===== src/rtl/belt_pkg.sv =====
`timescale 1ns/1ps
// Shared definitions for the operand belt.
// Assumes: tag bit 2 = vector, bits 1:0 = element width code (8 << code bits).
package belt_pkg;
    localparam int TAG_W = 3;

    // Number of significant data bits a tag describes (before capping to slot width).
    function automatic int tag_sig_bits(input logic [TAG_W-1:0] tag);
        int elem;
        elem = 8 << tag[1:0];
        return tag[2] ? 4 * elem : elem;
    endfunction
endpackage


===== src/rtl/belt_head.sv =====
`timescale 1ns/1ps
// Head pointer and fill count for the belt, plus translation of each drop lane
// into the physical slot it writes this cycle.
// Assumes: SLOTS is a power of two and LANES <= SLOTS, so targets never collide.
module belt_head #(
    parameter int SLOTS = 8,
    parameter int LANES = 3
) (
    input  logic                               clk,
    input  logic                               rst_n,
    input  logic [LANES-1:0]                   lane_v,
    output logic [$clog2(SLOTS)-1:0]           head_q,
    output logic [$clog2(SLOTS):0]             cnt_q,
    output logic [LANES-1:0][$clog2(SLOTS)-1:0] lane_phys
);
    localparam int IDX_W = $clog2(SLOTS);
    localparam int ND_W  = $clog2(LANES + 1);
    localparam logic [IDX_W+1:0] FULL = (IDX_W + 2)'(SLOTS);

    logic [ND_W-1:0]  n_drop;
    logic [IDX_W-1:0] rank;
    logic [IDX_W+1:0] cnt_sum;

    // Count the active lanes and give each one its slot: rank r lands at head + K - r.
    always_comb begin
        n_drop = '0;
        for (int l = 0; l < LANES; l++) begin
            n_drop = n_drop + ND_W'(lane_v[l]);
        end
        rank = '0;
        for (int l = 0; l < LANES; l++) begin
            lane_phys[l] = head_q + IDX_W'(n_drop) - rank;
            if (lane_v[l]) begin
                rank = rank + 1'b1;
            end
        end
        cnt_sum = {1'b0, cnt_q} + (IDX_W + 2)'(n_drop);
    end

    // Advance the head by the number of drops and saturate the fill count.
    always_ff @(posedge clk) begin
        if (!rst_n) begin
            head_q <= '0;
            cnt_q  <= '0;
        end else begin
            head_q <= head_q + IDX_W'(n_drop);
            cnt_q  <= (cnt_sum > FULL) ? FULL[IDX_W:0] : cnt_sum[IDX_W:0];
        end
    end

    a_r5_count_bounded: assert property (@(posedge clk) disable iff (!rst_n)
        cnt_q <= FULL[IDX_W:0]);

    a_r5_count_monotone: assert property (@(posedge clk) disable iff (!rst_n)
        1'b1 |=> cnt_q >= $past(cnt_q));

    // simultaneous lanes must land in distinct physical slots.
    for (genvar a = 0; a < LANES; a++) begin : g_pa
        for (genvar b = a + 1; b < LANES; b++) begin : g_pb
            a_r3_distinct_targets: assert property (@(posedge clk) disable iff (!rst_n)
                (lane_v[a] && lane_v[b]) |-> lane_phys[a] != lane_phys[b]);
        end
    end
endmodule


===== src/rtl/belt_slots.sv =====
`timescale 1ns/1ps
// Physical slot storage. Each slot takes at most one lane per cycle; data is
// trimmed to the bits its tag marks as significant when written.
// Assumes: lane targets from belt_head are distinct among active lanes.
module belt_slots
    import belt_pkg::*;
#(
    parameter int SLOTS  = 8,
    parameter int DATA_W = 64,
    parameter int LANES  = 3
) (
    input  logic                                clk,
    input  logic                                rst_n,
    input  logic [LANES-1:0]                    lane_v,
    input  logic [LANES-1:0][$clog2(SLOTS)-1:0] lane_phys,
    input  logic [LANES-1:0][DATA_W-1:0]        lane_data,
    input  logic [LANES-1:0][TAG_W-1:0]         lane_tag,
    output logic [SLOTS-1:0][DATA_W-1:0]        slot_data,
    output logic [SLOTS-1:0][TAG_W-1:0]         slot_tag
);
    localparam int IDX_W = $clog2(SLOTS);

    // Clear bits above the significant width named by the tag.
    function automatic logic [DATA_W-1:0] trim(input logic [DATA_W-1:0] d,
                                               input logic [TAG_W-1:0]  t);
        logic [DATA_W-1:0] m;
        int sig;
        sig = tag_sig_bits(t);
        for (int b = 0; b < DATA_W; b++) begin
            m[b] = (b < sig);
        end
        return d & m;
    endfunction

    for (genvar s = 0; s < SLOTS; s++) begin : g_slot
        // Write this slot from whichever active lane targets it.
        always_ff @(posedge clk) begin
            if (!rst_n) begin
                slot_data[s] <= '0;
                slot_tag[s]  <= '0;
            end else begin
                for (int l = 0; l < LANES; l++) begin
                    if (lane_v[l] && lane_phys[l] == IDX_W'(s)) begin
                        slot_data[s] <= trim(lane_data[l], lane_tag[l]);
                        slot_tag[s]  <= lane_tag[l];
                    end
                end
            end
        end
    end
endmodule


===== src/rtl/belt_read_port.sv =====
`timescale 1ns/1ps
// One age-addressed read port: maps a position to its physical slot and
// reports whether a value has ever been dropped that far back.
// Assumes: SLOTS is a power of two, so index wrap is plain truncation.
module belt_read_port
    import belt_pkg::*;
#(
    parameter int SLOTS  = 8,
    parameter int DATA_W = 64
) (
    input  logic [$clog2(SLOTS)-1:0]     head,
    input  logic [$clog2(SLOTS):0]       cnt,
    input  logic [$clog2(SLOTS)-1:0]     pos,
    input  logic [SLOTS-1:0][DATA_W-1:0] slot_data,
    input  logic [SLOTS-1:0][TAG_W-1:0]  slot_tag,
    output logic [DATA_W-1:0]            data,
    output logic [TAG_W-1:0]             tag,
    output logic                         valid
);
    logic [$clog2(SLOTS)-1:0] phys;

    // Translate the age to a slot and suppress positions never written.
    always_comb begin
        phys  = head - pos;
        valid = {1'b0, pos} < cnt;
        data  = valid ? slot_data[phys] : '0;
        tag   = valid ? slot_tag[phys]  : '0;
    end
endmodule


===== src/rtl/belt_store.sv =====
`timescale 1ns/1ps
// Operand belt top: drop lanes (result ports then the fill lane) feed a
// circular slot store; read ports and the spill port address values by age.
// Assumes: SLOTS is 8, 16 or 32, and DROP_PORTS + 1 <= SLOTS.
module belt_store
    import belt_pkg::*;
#(
    parameter int SLOTS      = 8,
    parameter int DATA_W     = 64,
    parameter int DROP_PORTS = 2,
    parameter int READ_PORTS = 3
) (
    input  logic                                     clk,
    input  logic                                     rst_n,
    input  logic [DROP_PORTS-1:0]                    drop_en,
    input  logic [DROP_PORTS-1:0][DATA_W-1:0]        drop_data,
    input  logic [DROP_PORTS-1:0][2:0]               drop_tag,
    input  logic                                     fill_en,
    input  logic [DATA_W-1:0]                        fill_data,
    input  logic [2:0]                               fill_tag,
    input  logic [READ_PORTS-1:0][$clog2(SLOTS)-1:0] rd_pos,
    output logic [READ_PORTS-1:0][DATA_W-1:0]        rd_data,
    output logic [READ_PORTS-1:0][2:0]               rd_tag,
    output logic [READ_PORTS-1:0]                    rd_valid,
    input  logic [$clog2(SLOTS)-1:0]                 spill_pos,
    output logic [DATA_W-1:0]                        spill_data,
    output logic [2:0]                               spill_tag,
    output logic                                     spill_valid
);
    localparam int IDX_W = $clog2(SLOTS);
    localparam int LANES = DROP_PORTS + 1;

    logic [LANES-1:0]              lane_v;
    logic [LANES-1:0][DATA_W-1:0]  lane_data;
    logic [LANES-1:0][TAG_W-1:0]   lane_tag;
    logic [LANES-1:0][IDX_W-1:0]   lane_phys;
    logic [IDX_W-1:0]              head;
    logic [IDX_W:0]                cnt;
    logic [SLOTS-1:0][DATA_W-1:0]  slot_data;
    logic [SLOTS-1:0][TAG_W-1:0]   slot_tag;

    // Order lanes: result ports first, fill lane last.
    always_comb begin
        lane_v    = {fill_en, drop_en};
        lane_data = {fill_data, drop_data};
        lane_tag  = {fill_tag, drop_tag};
    end

    belt_head #(.SLOTS(SLOTS), .LANES(LANES)) u_head (
        .clk(clk), .rst_n(rst_n), .lane_v(lane_v),
        .head_q(head), .cnt_q(cnt), .lane_phys(lane_phys)
    );

    belt_slots #(.SLOTS(SLOTS), .DATA_W(DATA_W), .LANES(LANES)) u_slots (
        .clk(clk), .rst_n(rst_n), .lane_v(lane_v), .lane_phys(lane_phys),
        .lane_data(lane_data), .lane_tag(lane_tag),
        .slot_data(slot_data), .slot_tag(slot_tag)
    );

    for (genvar g = 0; g < READ_PORTS; g++) begin : g_rd
        belt_read_port #(.SLOTS(SLOTS), .DATA_W(DATA_W)) u_rd (
            .head(head), .cnt(cnt), .pos(rd_pos[g]),
            .slot_data(slot_data), .slot_tag(slot_tag),
            .data(rd_data[g]), .tag(rd_tag[g]), .valid(rd_valid[g])
        );

        a_r9_idle_holds: assert property (@(posedge clk) disable iff (!rst_n)
            !(|lane_v) |=> (rd_pos[g] == $past(rd_pos[g])) ->
                (rd_data[g] == $past(rd_data[g]) && rd_valid[g] == $past(rd_valid[g])));
    end

    belt_read_port #(.SLOTS(SLOTS), .DATA_W(DATA_W)) u_spill (
        .head(head), .cnt(cnt), .pos(spill_pos),
        .slot_data(slot_data), .slot_tag(slot_tag),
        .data(spill_data), .tag(spill_tag), .valid(spill_valid)
    );

    a_r2_front_newest: assert property (@(posedge clk) disable iff (!rst_n)
        lane_v[0] |=> (rd_pos[0] == '0) ->
            (rd_valid[0] && rd_tag[0] == $past(lane_tag[0])));
endmodule


===== config.mk =====
export PLATFORM = sky130hd
export DESIGN_NAME = belt_store
export DESIGN_NICKNAME = d
export VERILOG_FILES = /design/src/rtl/belt_pkg.sv /design/src/rtl/belt_head.sv /design/src/rtl/belt_slots.sv /design/src/rtl/belt_read_port.sv /design/src/rtl/belt_store.sv
export SDC_FILE = /design/constraint.sdc
export NUM_CORES = 2
export LEC_CHECK = 0
export BUFFER_PORTS_ARGS = -buffer_cell sky130_fd_sc_hd__clkbuf_2
export CAP_MARGIN = 20
export CELL_PAD_IN_SITES_DETAIL_PLACEMENT = 0
export CELL_PAD_IN_SITES_GLOBAL_PLACEMENT = 1
export CORE_ASPECT_RATIO = 1.1
export CORE_MARGIN = 8
export CORE_UTILIZATION = 30
export DETAILED_ROUTE_END_ITERATION = 7
export PLACE_DENSITY = 0.63
export REMOVE_ABC_BUFFERS = 1
export SYNTH_ARGS = -nofsm -noshare
export SYNTH_HDL_FRONTEND = slang
export SYNTH_HIERARCHICAL = 1
export SYNTH_SLANG_ARGS = --single-unit

===== constraint.sdc =====
create_clock -name clk -period 5.5 [get_ports clk]
set_clock_uncertainty 0.1 [all_clocks]
set_input_delay 0 -clock clk [delete_from_list [all_inputs] [get_ports clk]]
set_output_delay 0 -clock clk [all_outputs]
set_load 0.03 [all_outputs]

==> flow_summary.ini <==
[clock_tree]
cts_hold_buf = 295
cts_root_buffer = clkbuf_16
cts_made_buffers = 73
clockBufferDepth = 3
post_cts_resized = 0
clkTransAtPathRegs_ns = 0.06
clkSinkCount = 543
post_cts_buffers = 0
cts_tree = yes
htreeDepth = 3
clk_latency_ns = 0.65

[setup_path]
endpoint_kind = flip-flop
cp-start-kind = flip-flop
slowest_stage = buf_4
crit_start = u_head/head_q[0]
crit_required_ns = 5.98
crit_fanout = 58
max_stage_delay_ns = 0.90
worst-path-buf-inv = 6
path_class = reg -> reg
crit_chain = ha_1, fa_1, buf_4, inv_1, ha_1, inv_1, or4b_4, buf_4, o22ai_1, dlygate4sd3_1, a21oi_1, dlygate4sd3_1
crit_arrival_ns = 5.83
rr_startpoint = u_head/head_q[0]
critPathTopFamily = buffers and inverters

[placement]
routabilityCongestion = 0.847
dp_slack_ns = 0.753
dp_hpwl_microns = 149000
portBuffers = 489

[finish]
layout_commonest_cell = a21oi_1
fillers = 15100
multi_input_area_sq_mm = 0.0314
most-common-layout-cells = a21oi_1 (579), dfxtp_1 (543), clkbuf_2 (488), mux4_2 (472), o221ai_1 (439)
area.sequential_sq_mm = 0.0109
drive_gt1_share_pct = 27.1
layout-area-overhead-vs-synth_pct = 19.4
nets = 5014

[timing]
hold_ws_ns = 0.0383
finalMaxSlewViolations = 0
post-route-period-util_pct = 97.3
tightest_slew_ns = 1.15
min_period_ns = 5.35
setup_slack_ns = 0.147
hold_viol = 0
fmaxAchievable_mhz = 187
rsz0062_at_grt = no
setup_viol = 0
slew_headroom_pct = 23.2

[detailed_routing]
drtIter0Drc = 6252
route.met2.wl_microns = 110000
vias = 47400
met1Wirelength_microns = 94500
wl_per_cell_microns = 36.6
dr.pass1.iters = 7
routed.top_layer = met5
drc = 0
wl_met3_microns = 29800
routed_via_density = 6.97
ant_nets = 0
wl_microns = 248000

[yosys]
ys_ff_latch = 543
synth-warning-count = 6
synth_edf_count = 0
synth_cell_types = 67
synthArstFlopShare_pct = 0
syn_inst = 4424
synth_area_sq_mm = 0.0454
synth_flop_cell = dfxtp_1
avgSynthCellArea_sq_um = 10.3
ys_seq_area_share_pct = 23.9

[floorplan]
pin_count = 490
core_sq_mm = 0.150
die-area_sq_mm = 0.164
start_util_pct = 30.2
die_w_microns = 387
rows = 149
die_h_microns = 424

[grt]
grt_first_pass_wirelength_microns = 348000
grt_usage_pct = 28.5
grt_pass1_vias = 46600
grt_overflow = 0
antenna_found_initial = 27
grt_max_degree = 176

[hold_path]
holdCritStartpoint = drop_data[126]
hold_path.class = in -> reg

[power]
ir_worst_vdd_v = 0.000523
seqPwrFrac_pct = 23.4
combPwrFrac_pct = 60.7
leakage_nw = 20.4
power_switching_share_pct = 48.3
clkPwrFrac_pct = 15.9
power-per-cell-area_mw_per_mm2 = 585
p_int_mw = 16.4
switchingPower_mw = 15.3

[status]
status = completed

[run]
drv_cap = 0
==> routing by layer <==
metal	vias to the layer above	GRT usage [%]
met3	816	8.74
met1	23900	35.8
met4	24	14.1
li1	19100	-
met2	3596	44.4
met5	-	0
==> synth_stat cells, types with 28 or more instances <==
master / count / area share [%]
a21oi_1: 579 / 6.4
dfxtp_1: 543 / 24
mux4_2: 472 / 23
o221ai_1: 439 / 8.5
nand2_1: 431 / 3.6
clkbuf_1: 384 / 3.2
mux2i_1: 295 / 6.5
a32o_1: 250 / 5.5
buf_2: 147 / 1.6
o21ai_0: 129 / 1.4
nand3_1: 109 / 1.2
o22ai_1: 109 / 1.5
mux4_1: 64 / 3.7
a22o_1: 57 / 1.1
a221o_1: 40 / 0.88
buf_1: 33 / 0.27
o21a_1: 32 / 0.53
inv_1: 29 / 0.24
buf_12: 28 / 1.2
buf_4: 28 / 0.46
==> sequential cells by signal, summed over array words and instances (netlist names) <==
signal and flops:
u_head/cnt_q 4, u_slots/slot_data 512, u_slots/slot_tag 24, u_head/head_q 3
==> worst min-delay path, delay by kind of cell <==
| kind | cells | cell delay [ns] |
|---|---|---|
| AOI/OAI and AO/OA | 2 | 0.45 |
| and+or+nand+nor | 1 | 0.23 |
| buffers and inverters | 1 | 0.08 |
==> logic make-up (layout without fill, tap and decap cells) <==
logic type / Yosys count / in the layout / share of synthesized area [%]
other cells: 0 / 8 / 0
mux: 831 / 831 / 33.6
compound gates: 1679 / 1679 / 26.9
simple gates: 644 / 644 / 6.47
flops: 543 / 543 / 23.9
fa+ha+maj: 30 / 30 / 0.943
xor+xnor: 11 / 11 / 0.295
buf+inv: 686 / 1084 / 7.82
==> power by group through the flow <==
stage | clock network [mW] | registers (mW) | logic (mW)
2_1_floorplan | 0 | 6.75 | 12.4
3_3_place_gp | 0 | 7.28 | 18.0
3_5_place_dp | 0 | 7.42 | 18.1
4_1_cts | 5.08 | 7.35 | 18.8
5_1_grt | 5.22 | 7.68 | 19.8
6_report | 5.04 | 7.43 | 19.2
==> stage by stage <==
stage	utilization [%]	instance area, sq um	TNS [ns]	power (mW)	instances
after global routing	36.1	54200	0	32.7	6786
after global placement	32.5	48800	0	25.3	6361
after detailed placement	32.5	48800	0	25.6	6362
final	36.1	54200	0	31.7	6793
after CTS	36.1	54200	0	31.2	6785
after floorplan	-	42000	-828.94	19.2	3771
==> layout make-up <==
cell class	instances	area share [%]
multi-input combinational	3195	58.0
sequential	543	20.1
timing repair buffer	923	12.7
tap	1963	4.53
clock buffer	105	3.97
clock inverter	23	0.473
inverter	33	0.247
antenna	8	0.0369
==> final timing paths <==
path	cells after the start	end	slack, ns
setup / recovery	12	u_slots/slot_data[1]	0.15
hold / removal	4	u_slots/slot_data[382]	0.04
setup reg to reg	12	u_slots/slot_data[1]	0.15
hold reg to reg	2	u_slots/slot_data[195]	0.42
Power figures use the tool's default switching activity.
